**src/rtl/cpu5_pkg.sv**
```systemverilog
package cpu5_pkg;
  typedef enum logic [2:0] {
    ST_IDLE, ST_FETCH, ST_SRC1, ST_SRC2, ST_EXEC, ST_WRITE, ST_NEXT, ST_HALT
  } seq_st_t;

  localparam logic [1:0] OPC_HALT = 2'd0;
  localparam logic [1:0] OPC_ADD  = 2'd1;
  localparam logic [1:0] OPC_SUB  = 2'd2;
  localparam logic [1:0] OPC_AND  = 2'd3;

  localparam logic [1:0] CC_ALWAYS  = 2'd0;
  localparam logic [1:0] CC_ZERO    = 2'd1;
  localparam logic [1:0] CC_NONZERO = 2'd2;
  localparam logic [1:0] CC_NEG     = 2'd3;

  // word positions inside an instruction; the sequencer decodes by index
  localparam int FLD_OP    = 0;
  localparam int FLD_DST   = 1;
  localparam int FLD_SRC1  = 2;
  localparam int FLD_SRC2  = 3;
  localparam int FLD_CC    = 4;
  localparam int FLD_TRUE  = 5;
  localparam int FLD_FALSE = 6;
  localparam int INSTR_WORDS = 7;
  localparam int FIDX_W = $clog2(INSTR_WORDS);
endpackage

```
**src/rtl/cpu5_mem.sv**
```systemverilog
module cpu5_mem #(
  parameter int AW = 8,
  parameter int DW = 8
) (
  input  logic          clk,
  input  logic [AW-1:0] addr,
  input  logic          we,
  input  logic [DW-1:0] wdata,
  output logic [DW-1:0] rdata
);
  localparam int DEPTH = 1 << AW;

  logic [DW-1:0] store [DEPTH];

  always_ff @(posedge clk) begin
    if (we) store[addr] <= wdata;
  end

  assign rdata = store[addr];
endmodule

```
**src/rtl/cpu5_alu.sv**
```systemverilog
module cpu5_alu
  import cpu5_pkg::*;
#(
  parameter int DW = 8
) (
  input  logic [1:0]    opc,
  input  logic [1:0]    cc,
  input  logic [DW-1:0] a,
  input  logic [DW-1:0] b,
  output logic [DW-1:0] result,
  output logic          take
);
  always_comb begin
    unique case (opc)
      OPC_ADD: result = a + b;
      OPC_SUB: result = a - b;
      OPC_AND: result = a & b;
      default: result = '0;
    endcase
  end

  always_comb begin
    unique case (cc)
      CC_ALWAYS:  take = 1'b1;
      CC_ZERO:    take = (result == '0);
      CC_NONZERO: take = (result != '0);
      default:    take = result[DW-1];
    endcase
  end
endmodule

```
**src/rtl/cpu5_seq.sv**
```systemverilog
module cpu5_seq
  import cpu5_pkg::*;
#(
  parameter int AW = 8,
  parameter int DW = 8
) (
  input  logic              clk,
  input  logic              rst,
  input  logic              run,
  input  logic [DW-1:0]     mem_rdata,
  output logic [AW-1:0]     mem_addr,
  output logic              mem_we,
  output logic [DW-1:0]     mem_wdata,
  output seq_st_t           state,
  output logic [FIDX_W-1:0] fidx,
  output logic              halted
);
  localparam logic [FIDX_W-1:0] FIDX_LAST = FIDX_W'(INSTR_WORDS - 1);

  logic [AW-1:0] iaddr;
  logic [DW-1:0] ins [INSTR_WORDS];
  logic [DW-1:0] opa, opb, res_q;
  logic          take_q;
  logic [DW-1:0] alu_res;
  logic          alu_take;

  cpu5_alu #(.DW(DW)) u_alu (
    .opc   (ins[FLD_OP][1:0]),
    .cc    (ins[FLD_CC][1:0]),
    .a     (opa),
    .b     (opb),
    .result(alu_res),
    .take  (alu_take)
  );

  always_comb begin
    mem_we    = (state == ST_WRITE);
    mem_wdata = res_q;
    unique case (state)
      ST_SRC1:  mem_addr = ins[FLD_SRC1][AW-1:0];
      ST_SRC2:  mem_addr = ins[FLD_SRC2][AW-1:0];
      ST_WRITE: mem_addr = ins[FLD_DST][AW-1:0];
      default:  mem_addr = iaddr + AW'(fidx);
    endcase
  end

  always_ff @(posedge clk) begin
    if (rst) begin
      state  <= ST_IDLE;
      iaddr  <= '0;
      fidx   <= '0;
      halted <= 1'b0;
      opa    <= '0;
      opb    <= '0;
      res_q  <= '0;
      take_q <= 1'b0;
    end else begin
      unique case (state)
        ST_IDLE: begin
          fidx <= '0;
          if (run) state <= ST_FETCH;
        end
        ST_FETCH: begin
          ins[fidx] <= mem_rdata;
          if (fidx == '0 && mem_rdata[1:0] == OPC_HALT) begin
            state  <= ST_HALT;
            halted <= 1'b1;
          end else if (fidx == FIDX_LAST) begin
            state <= ST_SRC1;
          end else begin
            fidx <= fidx + 1'b1;
          end
        end
        ST_SRC1: begin
          opa   <= mem_rdata;
          state <= ST_SRC2;
        end
        ST_SRC2: begin
          opb   <= mem_rdata;
          state <= ST_EXEC;
        end
        ST_EXEC: begin
          res_q  <= alu_res;
          take_q <= alu_take;
          state  <= ST_WRITE;
        end
        ST_WRITE: state <= ST_NEXT;
        ST_NEXT: begin
          iaddr <= take_q ? ins[FLD_TRUE][AW-1:0] : ins[FLD_FALSE][AW-1:0];
          fidx  <= '0;
          state <= run ? ST_FETCH : ST_IDLE;
        end
        default: state <= ST_HALT;
      endcase
    end
  end
endmodule

```
**src/rtl/quint_addr_cpu.sv**
```systemverilog
module quint_addr_cpu
  import cpu5_pkg::*;
#(
  parameter int AW = 8,
  parameter int DW = 8
) (
  input  logic          clk,
  input  logic          rst,
  input  logic          run,
  output logic          halted,
  input  logic          dbg_valid,
  output logic          dbg_ready,
  input  logic          dbg_we,
  input  logic [AW-1:0] dbg_addr,
  input  logic [DW-1:0] dbg_wdata,
  output logic          dbg_rvalid,
  output logic [DW-1:0] dbg_rdata
);
  seq_st_t           seq_st;
  logic [FIDX_W-1:0] seq_fidx;
  logic [AW-1:0]     core_addr, mem_addr;
  logic              core_we, mem_we;
  logic [DW-1:0]     core_wdata, mem_wdata, mem_rdata;
  logic              dbg_take;

  cpu5_seq #(.AW(AW), .DW(DW)) u_seq (
    .clk      (clk),
    .rst      (rst),
    .run      (run),
    .mem_rdata(mem_rdata),
    .mem_addr (core_addr),
    .mem_we   (core_we),
    .mem_wdata(core_wdata),
    .state    (seq_st),
    .fidx     (seq_fidx),
    .halted   (halted)
  );

  assign dbg_ready = (seq_st == ST_IDLE && !run) || halted;
  assign dbg_take  = dbg_valid && dbg_ready;
  assign mem_addr  = dbg_ready ? dbg_addr : core_addr;
  assign mem_we    = dbg_ready ? (dbg_take && dbg_we) : core_we;
  assign mem_wdata = dbg_ready ? dbg_wdata : core_wdata;

  cpu5_mem #(.AW(AW), .DW(DW)) u_mem (
    .clk  (clk),
    .addr (mem_addr),
    .we   (mem_we),
    .wdata(mem_wdata),
    .rdata(mem_rdata)
  );

  always_ff @(posedge clk) begin
    if (rst) begin
      dbg_rvalid <= 1'b0;
      dbg_rdata  <= '0;
    end else begin
      dbg_rvalid <= dbg_take && !dbg_we;
      if (dbg_take && !dbg_we) dbg_rdata <= mem_rdata;
    end
  end
endmodule

```
**config.mk**
```make
export PLATFORM = sky130hd
export DESIGN_NAME = quint_addr_cpu
export DESIGN_NICKNAME = d
export VERILOG_FILES = /design/src/rtl/cpu5_pkg.sv /design/src/rtl/cpu5_mem.sv /design/src/rtl/cpu5_alu.sv /design/src/rtl/cpu5_seq.sv /design/src/rtl/quint_addr_cpu.sv
export SDC_FILE = /design/constraint.sdc
export NUM_CORES = 2
export LEC_CHECK = 0
export CAP_MARGIN = 40
export CORE_MARGIN = 2
export CORE_UTILIZATION = 45
export CTS_BUF_LIST = sky130_fd_sc_hd__clkbuf_2
export DETAILED_ROUTE_END_ITERATION = 7
export HOLD_SLACK_MARGIN = 0.06
export PLACE_DENSITY_LB_ADDON = 0.15
export SYNTH_ARGS = -nofsm -noshare
export SYNTH_HDL_FRONTEND = slang
export SYNTH_SLANG_ARGS = --single-unit
```
**constraint.sdc**
```tcl
create_clock -name clk -period 8.1 [get_ports clk]
set_input_delay 1.62 -clock clk [delete_from_list [all_inputs] [get_ports clk]]
set_output_delay 1.62 -clock clk [all_outputs]
set_load 0.05 [all_outputs]
```
==> flow_metrics.py <==
metrics = {
    "place": {
        "dp_cells": 8905,
        "io_buffers": 31,
        "dpl.hpwl_um": 172000,
        "place_congestion": 0.885,
        "placed_cell_area_sq_mm": 0.0925,
    },
    "min_path": {
        "holdCritStartpoint": "rst",
        "holdPathStages": 3,
        "hold_path_class": "in2reg",
    },
    "die": {
        "start_util": 0.453,
        "die_w_um": 444,
        "io_pins": 32,
        "rows": 161,
        "die_area_sq_mm": 0.197,
        "core_area_sq_mm": 0.193,
        "die_y_um": 444,
    },
    "pwr": {
        "ir_drop_mv": 0.354,
        "powerDensity_mw_per_mm2": 403,
        "power_leakage_nw": 34.0,
    },
    "global_route": {
        "grt_pass1_wl_um": 408000,
        "track_usage": 0.283,
        "gr-total-overflow": 0,
        "antenna_found_initial": 14,
        "grt_pass1_vias": 57700,
        "grt_max_degree": 185,
    },
    "timing": {
        "hold_violations": 0,
        "fin_crit_sh": 0.825,
        "hold_ws_ns": 0.286,
        "setup_viol": 0,
        "maxSlewHeadroom": 0.104,
        "slew_violations": 0,
        "skew_ns": 0.160,
        "fmax_mhz": 150,
        "period_needed_ns": 6.68,
        "rsz0062_at_grt": "false",
        "worst_slew_pin_slew_ns": 1.34,
    },
    "clock_network": {
        "cts-root-buf": "clkbuf_2",
        "postCtsSetupBuffers": 0,
        "cts_hold_buf": 0,
        "insertion_delay_ns": 1.93,
        "ctsResizeCount": 0,
        "cts.path.max_buffers": 4,
        "clock_sinks": 2141,
        "clkTransAtPathRegs_ns": 0.11,
        "cts_tree": "built",
        "cts_made_buffers": 569,
        "htreeDepth": 6,
    },
    "synth": {
        "async_flop_share": 0,
        "synth-seq-cells": 2141,
        "yosysUniqueCellTypes": 80,
        "ys_seq_area_frac": 0.732,
        "synth_area_leaders": "edfxtp_1, nand2_1, a311oi_1, and3_1, nand3_1",
        "synth_warnings": 0,
        "synthFlopType": "edfxtp_1",
        "avgSynthCellArea_sq_um": 13.5,
        "synth-edff-count": 2092,
        "synthCells": 6441,
        "synth_top_area_cell": "edfxtp_1",
        "synth_area_sq_mm": 0.0872,
        "yosysTopAreaCellShare": 0.720,
        "synth.net_count": 6482,
    },
    "drt": {
        "drc": 0,
        "firstDrtPassIters": 6,
        "vias": 59700,
        "first_iter_violations": 7218,
        "drt-total-wl_um": 283000,
        "viasPerCell": 6.05,
        "wl_per_cell_um": 28.7,
        "ant_nets": 0,
    },
    "critical_path": {
        "path_max_fanout": 55,
        "required_ns": 9.93,
        "cp-start-kind": "flip-flop",
        "r2r_start": "u_seq.state[0]",
        "cp-end-kind": "flip-flop",
        "cp_data_arrival_time_ns": 8.51,
        "path_class": "reg2reg",
        "reg2reg_depth": 18,
        "crit_start": "u_seq.state[0]",
    },
    "cells_and_area": {
        "fin_area_sq_mm": 0.0975,
        "final_common_cell": "edfxtp_1",
        "utilization": 0.506,
        "final_cells": 9870,
        "final_cell_mix": "edfxtp_1, nand2_1, clkbuf_2",
        "layout-drive-gt1-share": 0.187,
        "area_delta_synth_final_pct": 11.8,
        "nets": 6998,
    },
    "status": {
        "status": "finished, final reports clean",
    },
    "run": {
        "drv_cap": 0,
    },
}
[registers in the layout, indices dropped and copies added (netlist names), 3 cells and up]
register         flops
dbg_rdata            8
u_seq.state          3
u_seq.mem_wdata      8
u_seq.ins           44
u_seq.opa            8
u_seq.iaddr          8
u_mem.store       2048
u_seq.opb            8
u_seq.fidx           3
[per-layer routing]
layer / wire [um] / vias up / track usage
li1: - / 25800 / -
met1: 117000 / 30100 / 0.393
met2: 130000 / 3192 / 0.429
met3: 26600 / 505 / 0.0660
met4: 9990 / 8 / 0.117
met5: 49 / - / 0
[cell type report]
| class | instances | area, sq um |
|---|---|---|
| Fill cell | 16800 | 95100 |
| Sequential cell | 2141 | 63800 |
| Multi-Input combinational cell | 3784 | 21200 |
| Timing Repair Buffer | 439 | 4320 |
| Clock buffer | 820 | 4100 |
| Tap cell | 2526 | 3160 |
| Clock inverter | 124 | 782 |
| Inverter | 22 | 83.8 |
| Antenna cell | 14 | 35.0 |
[power by group]
group          switching (mW)  internal (mW)  leakage [nW]
clock network            4.49           3.02          3.80
registers              0.0798           13.3          19.6
logic                    13.2           5.17          10.7
[Yosys cell counts, types with 10 or more instances]
cell / n
a31oi_1: 56
o21a_1: 16
nor3_1: 105
buf_4: 46
buf_1: 35
a311oi_1: 388
mux4_2: 37
nand3_1: 343
edfxtp_1: 2092
o21ai_0: 69
and3_1: 311
buf_2: 207
nand2_1: 1512
a21o_1: 10
a32oi_1: 17
ha_1: 18
a211o_1: 15
mux2i_1: 58
clkbuf_1: 197
dfxtp_1: 49
nand4_1: 10
inv_1: 21
nor2_1: 356
a21oi_1: 59
a211oi_1: 228
[per-stage QoR]
step	setup WS, ns	power [mW]	setup TNS (ns)
after floorplan	1.10	24.0	0
after global placement	-0.00109	31.5	-0.00109
after detailed placement	0.303	31.8	0
after CTS	1.39	39.2	0
after global routing	1.19	40.9	0
final	1.42	39.3	0
[kinds of logic (layout without fill, tap and decap cells)]
| kind of cell | Yosys count | count (layout) | share of synthesized area |
|---|---|---|---|
| AO/OA/AOI/OAI | 951 | 951 | 0.0846 |
| XOR/XNOR | 12 | 12 | 0.00121 |
| adder cells (fa/ha/maj) | 20 | 20 | 0.00304 |
| buffers and inverters | 516 | 1405 | 0.0279 |
| flip-flops | 2141 | 2141 | 0.732 |
| multiplexers | 98 | 98 | 0.0166 |
| other | 0 | 14 | 0 |
| AND/OR/NAND/NOR | 2703 | 2703 | 0.135 |
[path summary, 6_finish.rpt]
kind | end | slack [ns]
setup / recovery | u_seq.fidx[1] | 1.42
hold reg to reg | u_seq.mem_wdata[5] | 0.52
hold / removal | u_seq.mem_wdata[1] | 0.29
setup reg to reg | u_seq.fidx[1] | 1.42
[worst max-delay path, stage by stage, from the launching register on]
cell and delay [ns]:
dfxtp_1 0.70, buf_4 0.31, nor4_4 0.09, nor2_4 0.39, clkinv_2 0.57, a211oi_2 0.48, a21o_4 0.62, buf_12 0.36
buf_4 0.25, a311oi_1 0.11, o311ai_0 0.56, clkdlybuf4s15_2 0.34, a311oi_1 0.10, buf_2 0.22, a2111o_1 0.31, nor3_2 0.42
buf_4 0.30, a31o_2 0.21, mux2i_1 0.19
Power figures use the tool's default switching activity.
